[config.mk]
export PLATFORM = sky130hd
export DESIGN_NAME = corr_branch_predictor
export DESIGN_NICKNAME = d
export VERILOG_FILES = /design/src/rtl/bp_pkg.sv /design/src/rtl/bp_history.sv /design/src/rtl/bp_index.sv /design/src/rtl/bp_ctr_table.sv /design/src/rtl/corr_branch_predictor.sv
export SDC_FILE = /design/constraint.sdc
export NUM_CORES = 1
export LEC_CHECK = 0
export BUFFER_PORTS_ARGS = -buffer_cell sky130_fd_sc_hd__buf_2
export CAP_MARGIN = 10
export CORE_AREA = 2 2 101 128
export DETAILED_ROUTE_END_ITERATION = 10
export DIE_AREA = 0 0 103 130
export PLACE_DENSITY_LB_ADDON = 0.25
export SLEW_MARGIN = 20
export SYNTH_ARGS = -nofsm -noshare
export SYNTH_HDL_FRONTEND = slang
export SYNTH_SLANG_ARGS = --single-unit
[constraint.sdc]
create_clock -name clk -period 4.4 [get_ports clk]
set_input_delay 0.44 -clock clk [delete_from_list [all_inputs] [get_ports clk]]
set_output_delay 0.44 -clock clk [all_outputs]
set_load 0.1 [all_outputs]
[src/rtl/bp_pkg.sv]
package bp_pkg;
  localparam int unsigned CTR_MAX_W = 8;

  // Move a saturating counter one step toward the outcome.
  function automatic logic [CTR_MAX_W-1:0] sat_step(
    input logic [CTR_MAX_W-1:0] cur,
    input logic [CTR_MAX_W-1:0] top,
    input logic                 up
  );
    logic [CTR_MAX_W-1:0] res;
    res = cur;
    if (up && cur != top) res = cur + 1'b1;
    else if (!up && cur != '0) res = cur - 1'b1;
    return res;
  endfunction
endpackage

[src/rtl/bp_history.sv]
module bp_history #(
  parameter int unsigned HIST_LEN = 2,
  localparam int unsigned HW = (HIST_LEN > 0) ? HIST_LEN : 1
) (
  input  logic          clk,
  input  logic          rst,
  input  logic          shift_en,
  input  logic          shift_bit,
  output logic [HW-1:0] hist_o
);
  generate
    if (HIST_LEN == 0) begin : g_none
      logic unused_hist_in;
      assign unused_hist_in = ^{clk, rst, shift_en, shift_bit};
      assign hist_o = '0;
    end else begin : g_shift
      logic [HW-1:0] hist_q;
      always_ff @(posedge clk) begin
        if (rst) hist_q <= '0;
        else if (shift_en) hist_q <= HW'({hist_q, shift_bit});
      end
      assign hist_o = hist_q;

      AST_HIST_NEWEST: assert property (@(posedge clk) disable iff (rst)
        shift_en |=> hist_q[0] == $past(shift_bit));
      AST_HIST_HOLD: assert property (@(posedge clk) disable iff (rst)
        !shift_en |=> $stable(hist_q));
    end
  endgenerate
endmodule

[src/rtl/bp_index.sv]
module bp_index #(
  parameter int unsigned HIST_LEN = 2,
  parameter int unsigned IDX_W    = 6,
  parameter int unsigned ADDR_W   = 16,
  localparam int unsigned HW    = (HIST_LEN > 0) ? HIST_LEN : 1,
  localparam int unsigned LOW_W = IDX_W - HIST_LEN
) (
  input  logic [ADDR_W-1:0] pc,
  input  logic [HW-1:0]     hist,
  output logic [IDX_W-1:0]  idx
);
  logic unused_pc_high;
  assign unused_pc_high = ^pc[ADDR_W-1:LOW_W];

  generate
    if (HIST_LEN == 0) begin : g_addr_only
      logic unused_hist;
      assign unused_hist = ^hist;
      assign idx = pc[IDX_W-1:0];
    end else begin : g_corr
      assign idx = {hist, pc[LOW_W-1:0]};
    end
  endgenerate
endmodule

[src/rtl/bp_ctr_table.sv]
module bp_ctr_table
  import bp_pkg::*;
#(
  parameter int unsigned IDX_W = 6,
  parameter int unsigned CTR_W = 2,
  localparam int unsigned DEPTH = 1 << IDX_W
) (
  input  logic             clk,
  input  logic             rst,
  input  logic [IDX_W-1:0] rd_idx,
  output logic [CTR_W-1:0] rd_ctr,
  input  logic             wr_en,
  input  logic [IDX_W-1:0] wr_idx,
  input  logic             wr_taken
);
  localparam logic [CTR_W-1:0] TOP = {CTR_W{1'b1}};

  logic [CTR_W-1:0] mem [DEPTH];
  logic [CTR_W-1:0] cur;
  logic [CTR_W-1:0] nxt;

  assign cur    = mem[wr_idx];
  assign nxt    = CTR_W'(sat_step(CTR_MAX_W'(cur), CTR_MAX_W'(TOP), wr_taken));
  assign rd_ctr = mem[rd_idx];

  always_ff @(posedge clk) begin
    if (rst) begin
      for (int i = 0; i < DEPTH; i++) mem[i] <= '0;
    end else if (wr_en) begin
      mem[wr_idx] <= nxt;
    end
  end

  AST_CTR_INC: assert property (@(posedge clk) disable iff (rst)
    (wr_en && wr_taken && cur != TOP) |=> mem[$past(wr_idx)] == CTR_W'($past(cur) + 1'b1));
  AST_CTR_SAT_HI: assert property (@(posedge clk) disable iff (rst)
    (wr_en && wr_taken && cur == TOP) |=> mem[$past(wr_idx)] == TOP);
  AST_CTR_DEC: assert property (@(posedge clk) disable iff (rst)
    (wr_en && !wr_taken && cur != '0) |=> mem[$past(wr_idx)] == CTR_W'($past(cur) - 1'b1));
  AST_CTR_SAT_LO: assert property (@(posedge clk) disable iff (rst)
    (wr_en && !wr_taken && cur == '0) |=> mem[$past(wr_idx)] == '0);
  AST_IDLE_HOLD: assert property (@(posedge clk) disable iff (rst)
    !wr_en |=> (rd_idx != $past(rd_idx) || rd_ctr == $past(rd_ctr)));
endmodule

[src/rtl/corr_branch_predictor.sv]
module corr_branch_predictor #(
  parameter int unsigned HIST_LEN = 2,
  parameter int unsigned IDX_W    = 6,
  parameter int unsigned CTR_W    = 2,
  parameter int unsigned ADDR_W   = 16,
  localparam int unsigned HW = (HIST_LEN > 0) ? HIST_LEN : 1
) (
  input  logic              clk,
  input  logic              rst,
  input  logic              lk_valid,
  input  logic [ADDR_W-1:0] lk_pc,
  output logic              lk_taken,
  output logic [HW-1:0]     lk_hist,
  input  logic              up_valid,
  output logic              up_ready,
  input  logic [ADDR_W-1:0] up_pc,
  input  logic [HW-1:0]     up_hist,
  input  logic              up_taken
);
  logic [HW-1:0]    live_hist;
  logic [IDX_W-1:0] rd_idx;
  logic [IDX_W-1:0] wr_idx;
  logic [CTR_W-1:0] rd_ctr;
  logic             up_fire;

  assign up_ready = 1'b1;
  assign up_fire  = up_valid && up_ready;

  bp_history #(.HIST_LEN(HIST_LEN)) u_hist (
    .clk(clk), .rst(rst), .shift_en(up_fire), .shift_bit(up_taken), .hist_o(live_hist)
  );

  bp_index #(.HIST_LEN(HIST_LEN), .IDX_W(IDX_W), .ADDR_W(ADDR_W)) u_rd_index (
    .pc(lk_pc), .hist(live_hist), .idx(rd_idx)
  );

  bp_index #(.HIST_LEN(HIST_LEN), .IDX_W(IDX_W), .ADDR_W(ADDR_W)) u_wr_index (
    .pc(up_pc), .hist(up_hist), .idx(wr_idx)
  );

  bp_ctr_table #(.IDX_W(IDX_W), .CTR_W(CTR_W)) u_table (
    .clk(clk), .rst(rst), .rd_idx(rd_idx), .rd_ctr(rd_ctr),
    .wr_en(up_fire), .wr_idx(wr_idx), .wr_taken(up_taken)
  );

  assign lk_taken = lk_valid && rd_ctr[CTR_W-1];
  assign lk_hist  = live_hist;

  AST_IDLE_PRED: assert property (@(posedge clk) disable iff (rst)
    !lk_valid |-> !lk_taken);
  AST_HIST_STILL: assert property (@(posedge clk) disable iff (rst)
    !up_valid |=> $stable(lk_hist));
endmodule

=== Yosys cells after proc, flatten, opt, wreduce, memory -nomap -nowiden ===
Memories as Yosys holds them, arrays and structs flattened.
Index checks and enable logic that the tools add are counted.

* Word-level logic and storage cells: 21
* Input bits: 39
* Output and inout bits: 4
* Bits in writable memories: 128
* Memories kept: 1
* Bits in registers: 2

{| class="wikitable"
|+ Memory list
! memory !! words !! width !! read ports !! clocked after Yosys merged registers in !! write ports !! RTL line !! RTL
|-
| u_table.mem || 64 || 2 || 2 || 0 || 64 || bp_ctr_table.sv:18 || <nowiki>logic [CTR_W-1:0] mem [DEPTH];</nowiki>
|}

* Add/subtract/negate cells: 2
* Mux-type cells: 10
* Reduce and logical (&&, ||, !) cells: 6
* Equal/unequal tests: 1

{| class="wikitable"
|+ Operators with widths
! kind !! count
|-
| 1-bit two-way mux || 6
|-
| 2-bit two-way mux || 3
|-
| 6-bit two-way mux || 1
|-
| 1-bit logical AND || 3
|-
| 2-bit by 1-bit adder with 2-bit output, second input constant || 1
|-
| 2-bit != test, second input constant || 1
|-
| 2-bit nonzero test || 1
|-
| 2-bit OR reduction || 1
|-
| 2-bit by 1-bit subtractor with 2-bit output, second input constant || 1
|-
| 1-bit logical NOT || 1
|}

=== Longest topological paths before layout ===
Gate-level depths: netlist of the first run.
An unclocked memory read counts as a cell.

* Depth in word-level cells: 6
* Depth in mapped cells: 16
* Depth with buffers taken out: 11

=== Hierarchy ===
From an unflattened synthesis of the first run, not the netlist that was laid out.

* Cells, all modules: 672
* Area, all modules: 7573.5 µm²

{| class="wikitable"
|+ By module, submodules not included
! module !! cells each !! area each (µm²) !! seq. area each (µm²) !! instances
|-
| bp_ctr_table || 651 || 7398.3 || 3843.7 || 1
|-
| bp_index || 6 || 45.0 || 0.0 || 2
|-
| bp_history || 6 || 67.6 || 40.0 || 1
|-
| corr_branch_predictor || 3 || 17.5 || 0.0 || 1
|}

=== Worst setup path after synthesis of the first run ===
No wires, ideal clock.

* Path kind: in2out
* Start: input port lk_pc[0]
* End: output port lk_taken
* Data arrival time: 3814 ps
* Setup slack: 146 ps
* Cell stages on the path: 7
* Buffers on the path: 2
* Cells stage by stage: clkbuf_1 > buf_2 > mux4_2 > mux2i_1 > a21oi_1 > a31oi_1 > o21ai_0

* Cells in the longest elaborated chain, start to end: 2

{| class="wikitable"
|+ Ends and longest elaborated chain
! what !! RTL line !! RTL
|-
| start: declaration || corr_branch_predictor.sv:11 || <nowiki>input logic [ADDR_W-1:0] lk_pc,</nowiki>
|-
| memory read 64 x 2 bit || -- ||
|-
| 1-bit logical AND || corr_branch_predictor.sv:46 || <nowiki>assign lk_taken = lk_valid && rd_ctr[CTR_W-1];</nowiki>
|-
| end: declaration || corr_branch_predictor.sv:12 || <nowiki>output logic lk_taken,</nowiki>
|}

Every way passes these cells.

==> run_results.csv, run 1 <==
group,metric,value,unit
cts,cts_buffers,17,
worst_setup_path,crit_arrival,3.97,ns
min_path,hp-start,"rst",
sta,final_max_slew_viol_count,0,
floorplan,die_w,103,um
pwr,power.leakage,0.00298,uW
placed_design,dpl.hpwl,12500,um
route,drt-met1-wl,6840,um
sta,slew_headroom,30.1,%
floorplan,rows,46,
route,wl_met3,2170,um
min_path,hold_class,"primary input to flop",
sta,finalHoldViolCount,0,
route,num_vias,5518,
pwr,ir_drop,0.394,mV
global_route,antenna_found_initial,0,
placed_design,placed_cells,816,
final_layout,n_fill_cell,937,
yosys,synth_async_sr_flop_share,0,%
route,avgViaCountPerCell,6.51,
sta,fin_crit_sh,86.9,%
worst_setup_path,critPathMaxFanout,64,
yosys,synth_nets,698,
sta,setup_viol,0,
route,drc,0,
yosys,ys_types,58,
floorplan,io_pins,43,
floorplan,initial_utilization,59.1,%
global_route,grt_pass1_wl,29000,um
floorplan,die_area,13400,um2
route,drt_wl_total,19300,um
sta,rsz0062_at_grt,"false",
flow_run,max_cap_violations,0,
cts,cts.sinks,130,
sta,setup_tns,0,ns
placed_design,routabilityCongestion,0.849,
cts,postCtsSetupBuffers,0,
placed_design,port_buffers,17,
sta,fmax,0.262,GHz
sta,tightest_slew,1.04,ns
cts,clkTransAtPathRegs,0.06,ns
worst_setup_path,worstSetupPathType,"primary input to flop",
yosys,seq_area_frac_synth,53.4,%
worst_setup_path,reg2reg_from,"u_table.mem[42][0]",
pwr,p_per_area,413,nW/um2
global_route,grt_max_degree,65,
min_path,worst_hold_path.endpoint,"u_hist.hist_o[0]",
final_layout,multi_input_area,3070,um2
cts,clock_latency,0.42,ns
worst_setup_path,end_kind,"flop",
cts,cts_resized,0,
final_layout,layout.nets,708,
cts,cts_max_path_buffers,2,
yosys,ys_ff_latch,130,
worst_setup_path,worstPathRequired,4.55,ns
worst_setup_path,r2r_setup_slack,0.98,ns
floorplan,fp.dieH,130,um
final_layout,drive_above_1_share,17.8,%
final_layout,fin_cells,847,
route,highest_layer,"met4",
final_layout,area_delta_synth_final,11.4,%
worst_setup_path,start_kind,"primary input",
yosys,synth_edf_count,128,
global_route,overflow,0,
worst_setup_path,rr_endpoint,"u_table.mem[35][0]",
global_route,track_usage,29.9,%
final_layout,regArea,3880,um2
cts,cts_tree,"done",
route,wl_met2,9300,um
route,dr.pass1.iters,6,
cts,htreeDepth,4,
route,drtIter0Drc,671,
floorplan,core,12300,um2
worst_setup_path,worstRegToRegCells,10,
cts,cts_root_buffer,"clkbuf_16",
min_path,whs_path_depth,2,
final_layout,post-route-util,65.8,%
final_layout,fin_area,8110,um2
yosys,ys.warnings.count,0,
placed_design,dpl_cell_area,7510,um2
route,post_drt_wl_per_cell,22.7,um
final_layout,antenna_cells,0,
sta,fin_skew,0.00751,ns
cts,postCtsHoldBufs,0,
sta,min_period,3.82,ns
yosys,syn-instance-count,657,
outcome,run_status,"finished clean",
pwr,power.total,3350,uW
yosys,mappedNetlistArea,7280,um2
yosys,synth_ff_type,"edfxtp_1",
route,ant_nets,0,
global_route,grt_pass1_vias,5394,
yosys,avgSynthCellArea,11.1,um2
## power by group
group	internal (uW)	total (uW)	switching (uW)
Sequential	1400	1430	23.2
Clock	886	1420	535
Combinational	159	502	343
Total	2450	3350	901
## worst max-delay path: stages
cell and delay (ns):
buf_2 0.45, nand2b_1 0.60, o22ai_1 0.18, o31ai_1 0.45, o2111a_1 0.29, o2111ai_2 0.22, ha_1 0.30, mux2i_1 0.37
xnor2_4 0.17, buf_12 0.30, nor2_1 0.11
## cell usage after synthesis (all sizes together) (8+ instances only)
master	instances	area, um2
buf	33	224
edfxtp	128	3840
nand2b	62	388
nand3	8	40.0
nor2	137	522
mux4	23	526
o21ai	11	55.1
clkbuf	20	75.1
nand2	74	278
mux2	8	90.1
mux2i	28	280
o22ai	8	50.1
nor3	13	65.1
a221oi	11	103
a21oi	10	61.3
## state kept, by name, summed over array words and instances, names as in the netlist
name and count:
u_table.mem 128, u_hist.hist_o 2
## worst max path at each step
stage,cells past startpoint,slack (ns),from,to
4_1_cts,11,0.72,up_pc[1],u_table.mem[35][0]
3_5_place_dp,11,0.34,up_pc[0],u_table.mem[30][0]
3_3_place_gp,12,0.46,up_pc[0],u_table.mem[63][0]
5_1_grt,11,0.59,up_pc[0],u_table.mem[35][0]
6_report,11,0.58,up_pc[1],u_table.mem[35][0]
2_1_floorplan,7,0.15,lk_pc[0],lk_taken
## metal layers
layer / vias up / global-route usage [%]
met5: - / 0
met4: 0 / 15.4
met3: 84 / 7.82
met2: 346 / 47.4
met1: 2698 / 37.8
li1: 2390 / -
## layout by cell type, fill, tap and decap left out, types with 3 or more instances in the layout
cell / instances
nor2_2: 3
nor2_1: 134
nor3b_1: 6
or2_2: 4
mux2_2: 8
bufinv_16: 3
edfxtp_1: 128
nand2b_1: 62
a21o_1: 7
a221oi_1: 10
o22a_1: 3
a31oi_1: 3
clkinv_4: 4
buf_12: 3
nor2b_1: 7
a22oi_1: 4
o21ai_0: 11
buf_4: 24
mux2i_1: 28
o22ai_1: 8
nand2_1: 74
nor3_1: 13
a21oi_1: 9
buf_2: 17
clkbuf_16: 17
or3b_2: 5
nand3_1: 8
and3_1: 4
inv_1: 6
mux4_2: 21
clkinvlp_4: 4
## per-stage QoR
step           worst slack (ns)  hold WS [ns]
3_5_place_dp              0.341         0.553
6_report                  0.576         0.384
5_1_grt                   0.589         0.388
3_3_place_gp              0.457         0.520
2_1_floorplan             0.146         0.587
4_1_cts                   0.719         0.372
## logic make-up (layout without fill, tap and decap cells)
kind of cell               Yosys count  after routing  synth area share, %
and+or+nand+nor                    330            330                 21.4
adders and majority gates            2              2                0.344
DFF                                130            130                 53.4
buffers and inverters               59             81                 4.42
other                                1              1               0.0515
muxes                               59             59                 12.3
AOI/OAI and AO/OA                   75             75                 7.74
xor gates and xnor gates             1              1                0.378
## area by class of cell
| type | instances | share of cell area, % |
|---|---|---|
| clock inverter | 13 | 2.02 |
| clock buffer | 18 | 5.29 |
| sequential | 130 | 47.9 |
| tap | 168 | 2.59 |
| inverter | 6 | 0.278 |
| timing repair buffer | 44 | 4.01 |
| multi-input combinational | 468 | 37.9 |
No activity file was read; power rests on OpenSTA's default activity.
==> run 2, diff against run 1 <==
--- a/config.mk
+++ b/config.mk
@@ -13,2 +13,3 @@
 export PLACE_DENSITY_LB_ADDON = 0.25
+export SETUP_SLACK_MARGIN = 0.3
 export SLEW_MARGIN = 20
==> constraint.sdc (replaced) <==
create_clock -name clk -period 4.4 [get_ports clk]
set_input_delay 0.88 -clock clk [delete_from_list [all_inputs] [get_ports clk]]
set_output_delay 0.88 -clock clk [all_outputs]
set_load 0.1 [all_outputs]
==> run_results.csv, run 2 (same netlist as run 1, synthesis figures left out) <==
group,metric,value,unit
worst_setup_path,worstSetupPathType,"primary input to flop",
worst_setup_path,cp_slowest_stage_delay,0.54,ns
sta,setup_viol,0,
cts,cts_buffers,17,
route,ant_nets,0,
final_layout,mostFrequentLayoutCells,"nor2_1, edfxtp_1, nand2_1",
cts,clkTransAtPathRegs,0.06,ns
pwr,power.leakage,0.00306,uW
final_layout,layout.nets,714,
cts,clock_latency,0.42,ns
floorplan,die_area,13400,um2
pwr,clockPowerShare,44.7,%
final_layout,drive_above_1_share,19.1,%
floorplan,core,12300,um2
floorplan,rows,46,
cts,htreeDepth,4,
outcome,run_status,"finished clean",
cts,cts_root_buffer,"clkbuf_16",
sta,final_max_slew_viol_count,0,
global_route,antenna_found_initial,0,
route,drc,0,
floorplan,die_w,103,um
floorplan,initial_utilization,59.1,%
cts,cts.sinks,130,
worst_setup_path,critPathMaxFanout,40,
worst_setup_path,r2r_setup_slack,1.13,ns
worst_setup_path,critPathTopFamily,"simple AND/OR/NAND/NOR gates",
pwr,p_per_area,430,nW/um2
floorplan,io_pins,43,
placed_design,port_buffers,17,
global_route,grt_pass1_wl,29400,um
pwr,internal-power,2650,uW
cts,cts_max_path_buffers,2,
route,avgViaCountPerCell,6.49,
worst_setup_path,end_kind,"flop",
global_route,grt_pass1_vias,5323,
pwr,p_sw,901,uW
cts,postCtsHoldBufs,0,
global_route,overflow,0,
placed_design,dpl.hpwl,12500,um
flow_run,max_cap_violations,0,
worst_setup_path,critical_path_buf_inv_count,4,
final_layout,largest_register_ffs,128,
sta,tightest_slew,0.976,ns
route,drtIter0Drc,792,
final_layout,final_common_cell,"nor2_1",
route,drt_wl_total,19400,um
pwr,combPwrFrac,15.1,%
pwr,power.total,3550,uW
sta,finalHoldViolCount,0,
pwr,netSwitchingFraction,25.4,%
final_layout,area_delta_synth_final,13.6,%
worst_setup_path,start_kind,"primary input",
worst_setup_path,worst_path_max_delay_cell,"and2_1",
placed_design,routabilityCongestion,0.870,
worst_setup_path,crit_arrival,4.22,ns
sta,fmax,0.250,GHz
route,post_drt_wl_per_cell,22.8,um
worst_setup_path,cp_common_cell,"o21ai_0",
floorplan,fp.dieH,130,um
sta,slew_headroom,34.7,%
pwr,ir_drop,0.442,mV
global_route,track_usage,30.3,%
sta,rsz0062_at_grt,"true",
route,dr.pass1.iters,5,
final_layout,post-route-util,67.1,%
sta,fin_skew,0.00995,ns
sta,min_period,3.99,ns
cts,postCtsSetupBuffers,0,
sta,holdWs,0.559,ns
sta,fin_crit_sh,90.8,%
min_path,hold_class,"flop to flop",
final_layout,antenna_cells,0,
global_route,grt_max_degree,72,
pwr,p_seq_share,40.1,%
route,num_vias,5542,
worst_setup_path,worstPathCellList,"buf_2 > and2_1 > buf_4 > a221oi_1 > o21ai_0 > a22oi_1 > o2111ai_2 > inv_1 > ha_1 > or3_1 > o21ai_0 > a21oi_4 > buf_12 > nor3_1",
cts,cts_tree,"done",
final_layout,regMostFlops,"u_table.mem",
sta,setup_tns,0,ns
worst_setup_path,worstPathRequired,4.63,ns
[run 2: path summary, 6_finish.rpt]
kind	start	to	cells past startpoint
max	up_pc[0]	u_table.mem[29][1]	14
min reg2reg	u_hist.hist_o[1]	u_hist.hist_o[1]	2
max reg2reg	u_table.mem[4][0]	u_table.mem[21][0]	11
min	u_hist.hist_o[1]	u_hist.hist_o[1]	2
[run 2: cell type report]
cell class | instances | area, um2
Fill cell | 912 | 4050
Sequential cell | 130 | 3880
Multi-Input combinational cell | 468 | 3080
Clock buffer | 18 | 429
Timing Repair Buffer | 50 | 403
Clock inverter | 14 | 234
Tap cell | 168 | 210
Inverter | 6 | 22.5
[run 2: timing repair]
| action | 4_1_cts | 5_1_grt |
|---|---|---|
| endpoints found under the setup margin | 0 | 26 |
| endpoints found under the hold margin | 0 | 0 |
| gates resized for setup | 0 | 3 |
[run 2: worst register-to-register path: stages (launching register included)]
cell and delay [ns]:
edfxtp_1 0.37, mux2_2 0.27, a221oi_1 0.34, o21ai_0 0.19
a22oi_1 0.36, nand4_2 0.19, buf_4 0.21, ha_1 0.21
mux2i_1 0.35, xnor2_4 0.19, buf_12 0.23, nor2_1 0.10
[run 2: per-stage QoR]
step / setup slack, ns / cells / area (um2)
5_1_grt: 0.283 / 854 / 8270
2_1_floorplan: 0.446 / 657 / 7280
4_1_cts: 0.341 / 854 / 8260
3_5_place_dp: 0.112 / 822 / 7590
6_report: 0.406 / 854 / 8270
3_3_place_gp: 0.174 / 822 / 7590
[run 2: routing by layer]
metal	up-vias	routed length, um	global-route usage (%)
met5	-	0	0
met4	0	742	11.9
met3	65	2010	6.96
met2	345	9850	50.5
met1	2720	6850	38.5
li1	2412	-	-
[run 2: power by group through the flow]
stage	clock (uW)	combinational, uW	sequential [uW]
after floorplan	0	374	1440
after global placement	0	513	1450
after detailed placement	0	524	1450
after CTS	1590	529	1420
after global routing	1640	565	1430
final	1590	537	1430
